<file path="src/rtl/rx_route_pkg.sv">
// Shared constants and helpers for the receive crossbar and packer.
// Assumes the fixed configuration word layout: count, Q-zero bit, 2-bit selectors.
package rx_route_pkg;
    localparam int NUM_ADC   = 4;
    localparam int NUM_CHAN  = 4;
    localparam int SEL_W     = 2;
    localparam int CNT_W     = 3;
    localparam int ZERO_BIT  = 3;
    localparam int SEL_LSB   = 4;
    localparam int SEL_BITS  = 2 * SEL_W * NUM_CHAN;
    localparam int MAX_WORDS = 2 * NUM_CHAN;

    // Map the count field to a channel count; illegal codes mean one channel.
    function automatic int unsigned chan_count(input logic [CNT_W-1:0] code);
        case (code)
            3'd2:    return 2;
            3'd4:    return 4;
            default: return 1;
        endcase
    endfunction
endpackage

</file>
<file path="src/rtl/rx_input_xbar.sv">
// Combinational crossbar: routes any ADC stream to each channel's I and Q input.
// Assumes selector pairs packed per channel as {Q sel, I sel}, channel 0 lowest.
module rx_input_xbar
    import rx_route_pkg::*;
#(
    parameter int SAMPLE_W = 16
) (
    input  logic [NUM_ADC*SAMPLE_W-1:0]  adc_samples,
    input  logic [SEL_BITS-1:0]          sel_field,
    input  logic                         zero_q,
    output logic [NUM_CHAN*SAMPLE_W-1:0] ddc_i,
    output logic [NUM_CHAN*SAMPLE_W-1:0] ddc_q
);
    localparam int PAIR_W = 2 * SEL_W;

    for (genvar c = 0; c < NUM_CHAN; c++) begin : g_chan
        logic [SEL_W-1:0] sel_i;
        logic [SEL_W-1:0] sel_q;
        assign sel_i = sel_field[c*PAIR_W +: SEL_W];
        assign sel_q = sel_field[c*PAIR_W + SEL_W +: SEL_W];

        // Pick the ADC for I, and for Q unless the zero override is on.
        always_comb begin
            ddc_i[c*SAMPLE_W +: SAMPLE_W] = adc_samples[int'(sel_i)*SAMPLE_W +: SAMPLE_W];
            if (zero_q)
                ddc_q[c*SAMPLE_W +: SAMPLE_W] = '0;
            else
                ddc_q[c*SAMPLE_W +: SAMPLE_W] = adc_samples[int'(sel_q)*SAMPLE_W +: SAMPLE_W];
        end
    end
endmodule

</file>
<file path="src/rtl/rx_frame_packer.sv">
// Captures one complex sample per channel on a strobe and sends them as
// I/Q interleaved words over valid/ready. Assumes strobes are single-cycle;
// a strobe while busy is dropped and flagged.
module rx_frame_packer
    import rx_route_pkg::*;
#(
    parameter int SAMPLE_W = 16
) (
    input  logic                         clk,
    input  logic                         rst_n,
    input  logic [CNT_W-1:0]             cnt_code,
    input  logic [NUM_CHAN*SAMPLE_W-1:0] chan_i,
    input  logic [NUM_CHAN*SAMPLE_W-1:0] chan_q,
    input  logic                         chan_strobe,
    input  logic                         host_ready,
    output logic                         host_valid,
    output logic [SAMPLE_W-1:0]          host_data,
    output logic                         overrun
);
    localparam int IDX_W = $clog2(MAX_WORDS);

    logic [SAMPLE_W-1:0] hold_q [MAX_WORDS];
    logic [IDX_W-1:0]    idx_q;
    logic [IDX_W-1:0]    last_q;
    logic                busy_q;
    logic                take;

    assign take = chan_strobe && !busy_q;

    // Capture all channel outputs into the holding register on an accepted strobe.
    for (genvar c = 0; c < NUM_CHAN; c++) begin : g_hold
        always_ff @(posedge clk) begin
            if (take) begin
                hold_q[2*c]   <= chan_i[c*SAMPLE_W +: SAMPLE_W];
                hold_q[2*c+1] <= chan_q[c*SAMPLE_W +: SAMPLE_W];
            end
        end
    end

    // Frame sequencing: start on accepted strobe, step on handshake, stop after last word.
    always_ff @(posedge clk) begin
        if (!rst_n) begin
            busy_q <= 1'b0;
            idx_q  <= '0;
            last_q <= '0;
        end else if (take) begin
            busy_q <= 1'b1;
            idx_q  <= '0;
            last_q <= IDX_W'(2 * chan_count(cnt_code) - 1);
        end else if (busy_q && host_ready) begin
            if (idx_q == last_q) begin
                busy_q <= 1'b0;
                idx_q  <= '0;
            end else begin
                idx_q <= idx_q + 1'b1;
            end
        end
    end

    // Sticky flag for strobes that arrive during a frame.
    always_ff @(posedge clk) begin
        if (!rst_n)
            overrun <= 1'b0;
        else if (chan_strobe && busy_q)
            overrun <= 1'b1;
    end

    assign host_valid = busy_q;
    assign host_data  = hold_q[idx_q];

    AST_HOLD_STALL: assert property (@(posedge clk) disable iff (!rst_n)
        host_valid && !host_ready |=> host_valid && $stable(host_data));
    AST_START_FRAME: assert property (@(posedge clk) disable iff (!rst_n)
        chan_strobe && !host_valid |=> host_valid);
    AST_OVERRUN_SET: assert property (@(posedge clk) disable iff (!rst_n)
        chan_strobe && host_valid |=> overrun);
    AST_OVERRUN_STICKY: assert property (@(posedge clk) disable iff (!rst_n)
        overrun |=> overrun);
    AST_IDX_BOUND: assert property (@(posedge clk) disable iff (!rst_n)
        host_valid |-> idx_q <= last_q);
endmodule

</file>
<file path="src/rtl/rx_route_pack.sv">
// Top: ADC-to-channel crossbar plus channel-to-host frame packer,
// both steered by one configuration word whose bits 31:20 are ignored.
module rx_route_pack
    import rx_route_pkg::*;
#(
    parameter int SAMPLE_W = 16
) (
    input  logic                         clk,
    input  logic                         rst_n,
    input  logic [NUM_ADC*SAMPLE_W-1:0]  adc_samples,
    input  logic [31:0]                  cfg_word,
    output logic [NUM_CHAN*SAMPLE_W-1:0] ddc_i_in,
    output logic [NUM_CHAN*SAMPLE_W-1:0] ddc_q_in,
    input  logic [NUM_CHAN*SAMPLE_W-1:0] chan_i_out,
    input  logic [NUM_CHAN*SAMPLE_W-1:0] chan_q_out,
    input  logic                         chan_strobe,
    input  logic                         host_ready,
    output logic                         host_valid,
    output logic [SAMPLE_W-1:0]          host_data,
    output logic                         overrun
);
    logic unused_cfg_hi;
    assign unused_cfg_hi = ^cfg_word[31:SEL_LSB+SEL_BITS];

    rx_input_xbar #(.SAMPLE_W(SAMPLE_W)) u_xbar (
        .adc_samples (adc_samples),
        .sel_field   (cfg_word[SEL_LSB +: SEL_BITS]),
        .zero_q      (cfg_word[ZERO_BIT]),
        .ddc_i       (ddc_i_in),
        .ddc_q       (ddc_q_in)
    );

    rx_frame_packer #(.SAMPLE_W(SAMPLE_W)) u_pack (
        .clk         (clk),
        .rst_n       (rst_n),
        .cnt_code    (cfg_word[CNT_W-1:0]),
        .chan_i      (chan_i_out),
        .chan_q      (chan_q_out),
        .chan_strobe (chan_strobe),
        .host_ready  (host_ready),
        .host_valid  (host_valid),
        .host_data   (host_data),
        .overrun     (overrun)
    );

    AST_Q_ZERO: assert property (@(posedge clk) disable iff (!rst_n)
        cfg_word[ZERO_BIT] |-> ddc_q_in == '0);
endmodule

</file>
<file path="config.mk">
export PLATFORM = sky130hd
export DESIGN_NAME = rx_route_pack
export DESIGN_NICKNAME = d
export VERILOG_FILES = /design/src/rtl/rx_route_pkg.sv /design/src/rtl/rx_input_xbar.sv /design/src/rtl/rx_frame_packer.sv /design/src/rtl/rx_route_pack.sv
export SDC_FILE = /design/constraint.sdc
export NUM_CORES = 1
export LEC_CHECK = 0
export BUFFER_PORTS_ARGS = -buffer_cell sky130_fd_sc_hd__buf_4
export CAP_MARGIN = 20
export CELL_PAD_IN_SITES_DETAIL_PLACEMENT = 2
export CELL_PAD_IN_SITES_GLOBAL_PLACEMENT = 2
export CORE_MARGIN = 2
export CORE_UTILIZATION = 36
export CTS_CLUSTER_SIZE = 14
export DETAILED_ROUTE_END_ITERATION = 6
export GPL_TIMING_DRIVEN = 0
export PLACE_DENSITY = 0.95
export SLEW_MARGIN = 40
export SYNTH_ARGS = -nofsm -noshare
export SYNTH_HDL_FRONTEND = slang
export SYNTH_SLANG_ARGS = --single-unit
</file>
<file path="constraint.sdc">
create_clock -name clk -period 10.86 [get_ports clk]
set_input_delay 0.543 -clock clk [delete_from_list [all_inputs] [get_ports clk]]
set_output_delay 0.543 -clock clk [all_outputs]
set_load 0.02 [all_outputs]
</file>
==> run metrics <==
status complete, no violations; first-pass GRT wire length 55550 um; number of hold buffers added after CTS 0; Seq/Total Area, Yosys 0.4606; total grt overflow 0; worst rel slew slack 0.4175; Post-Syn Nets about 700; gr usage total 0.2994; crit path launch type register; Lkg Pwr approximately 4.8 nW; number of CTS-inserted buffers 17; Sequential Power Share 0.384; count of cell types in the netlist 31; Setup violations, final 0; clock sink count approximately 140; Std-Cell Rows 57; Final Net Count between 1000 and 1500; internal power 1.164 mW; post-route cell area 12430 um2; CTS max path bufs 2; Hold Path Class input port to register; Post-DP HPWL approximately 28000 um; RSZ-0062 raised after global routing false; FF/Latch Area slightly above 4000 um2; initial drt markers 575; worst endpoint data arrival time 2.52 ns; final hold violations 0; max-cap violation count 0; initial antenna violation count 0; CTS clk-pin slew, worst paths approximately 0.070 ns; metal3 WL 3297 um; Synth Area in Compound Gates 0.007232; clock period minus worst slack 3.062 ns; Switching Share 0.2983; # H-tree levels 4; max-slew violations 0; worst skew pair latency 0.43 ns; Final ANT Viol Nets 0; VDD IR-drop max between 0.1 and 0.15 mV; WHS Path Cells 1; Die Wd 160.6 um; Cell Area, Placed between 10000 and 15000 um2; Mapped Cells approximately 460; Routed met2 length just over 20000 um; I/O Buffers roughly 340; CTS tree done; Reg2Reg Depth 4; Synth Area in Simple Gates 0.05403; Fillers between 2000 and 2500; Crit. End Element output pin; Post-CTS Setup Repair Bufs 0; Slew @ Worst Pin 0.8738 ns; drt drc 0; final hold slack 0.2857 ns; Achievable Freq ~0.33 GHz; largest family of logic cells by synthesized area multiplexers; CP cell instances buf_1 > mux4_1 > mux2_2 > buf_4; Comb pwr share 0.264; total number of vias ~6800; crit-path max FO 10; Worst Path Class, Setup register to output pin; layout cells sized above 1 0.6647; Critical Path RT ~10 ns; Synth Area in XOR/XNOR 0.005956; Mean Syn Cell Area between 15 and 20 um2; Post-Route Setup TNS 0 ns; synthesis-to-finish area growth 40.92%; FF+latch count, synth ~140; Die ar. 25780 um2; via/cell ratio around 5.9; adder-cell area share of the yosys netlist 0.001418; cts repair resizes 0; Clock Power Share 0.352; Routability Congestion between 0.8 and 0.9; area of the multi-input gates around 4500 um2; P per Cell Area roughly 130 nW/um2; I/O pin cnt roughly 370; Ant. Diodes 0; die height roughly 160 um; drt pass-1 iters 4; WL met1 around 13000 um; fin crit share 0.2820; vias in the first global route between 7000 and 8000; Root Buffer clkbuf_16; post-synthesis cell area a little under 9000 um2; commonest non-fill, non-tap cells in the layout buf_4 (348), mux4_2 (132), edfxtp_1 (128), nor2b_1 (65), mux4_1 (28); multiplexer share of the synthesized area 0.4419; Setup Skew between 0.015 and 0.02 ns; commonest non-fill, non-tap cell in the layout buf_4; Warnings, synthesis 0; Core Box Area between 20000 and 25000 um2; largest net degree at the start of global routing slightly below 80; CP max stage delay approximately 0.7 ns; top sig layer met4; final wirelength roughly 38000 um; Initial Util 0.3650; Psw approximately 0.5 mW; critical path's slowest cell buf_1; Routed WL per cell between 30 and 40 um
-- per-stage QoR --
step                instances  setup WS, ns    util  total power, mW
global route             1159         7.746  0.5143            1.704
CTS                      1159         7.747  0.5139            1.666
detailed placement       1127         7.970  0.4900            1.081
global placement         1126         6.206  0.4885            1.060
floorplan                 458         7.136       -           0.8675
finish                   1159         7.798  0.5143            1.659
-- flip-flops by register name, summed over array words and instances (netlist names), named ones only --
signal,flops
u_pack.hold_q,128
u_pack.idx_q,3
u_pack.last_q,3
u_pack.host_valid,1
u_pack.overrun,1
-- power by group through the flow --
stage,Sequential [mW],Combinational (mW),Clock [mW]
finish,0.637,0.439,0.583
global route,0.639,0.459,0.607
CTS,0.637,0.440,0.589
detailed placement,0.645,0.436,0
global placement,0.645,0.415,0
floorplan,0.643,0.225,0
-- layout make-up --
class | count | share of cell area
buffer | 49 | 0.02043
clock buffer | 17 | 0.03421
clock inverter | 15 | 0.01228
inverter | 1 | 0.0009056
multi-input combinational | 269 | 0.3629
sequential | 139 | 0.3268
tap | 324 | 0.03260
timing repair buffer | 345 | 0.2099
-- final timing paths --
path                     startpoint                  end  slack [ns]
setup / recovery           register         host_data[6]        7.80
hold / removal       chan_q_out[51]  u_pack.hold_q[7][3]        0.29
setup reg to reg  u_pack.host_valid  u_pack.hold_q[1][8]        9.04
hold reg to reg      u_pack.overrun       u_pack.overrun        0.51
-- critical path, delay by kind of cell (launching register included) --
kind | cells | cell delay, ns
buf+inv | 2 | 0.87
flops | 1 | 0.48
mux | 2 | 0.74
-- metal layers --
metal | vias up | GRT usage
met5 | - | 0
met4 | 0 | 0.08518
met3 | 40 | 0.07877
met2 | 421 | 0.5468
met1 | 3584 | 0.3466
li1 | 2754 | -
-- cells by family after synthesis --
family	after synthesis
AO/OA/AOI/OAI	8
flip-flops	139
AND/OR/NAND/NOR	77
buffers and inverters	50
multiplexers	177
adder cells (fa/ha/maj)	1
XOR/XNOR	6
-- Yosys cell counts (all sizes together) --
master | number | share of area
a21boi | 2 | 0.0017
a21oi | 1 | 0.00057
a32o | 1 | 0.0011
buf | 29 | 0.020
clkbuf | 20 | 0.0088
dfxtp | 11 | 0.025
edfxtp | 128 | 0.44
ha | 1 | 0.0014
inv | 1 | 0.00043
mux2 | 16 | 0.020
mux2i | 1 | 0.0011
mux4 | 160 | 0.42
nand2 | 3 | 0.0013
nand2b | 1 | 0.0016
nand3 | 1 | 0.00057
nand4 | 1 | 0.00071
nor2 | 2 | 0.00085
nor2b | 65 | 0.046
nor3 | 2 | 0.0011
o21a | 2 | 0.0017
o311a | 1 | 0.0011
o41ai | 1 | 0.00099
or3 | 1 | 0.00071
or4b | 1 | 0.0011
xnor2 | 1 | 0.00099
xor2 | 5 | 0.0050
(Power assumes the default switching activity.)
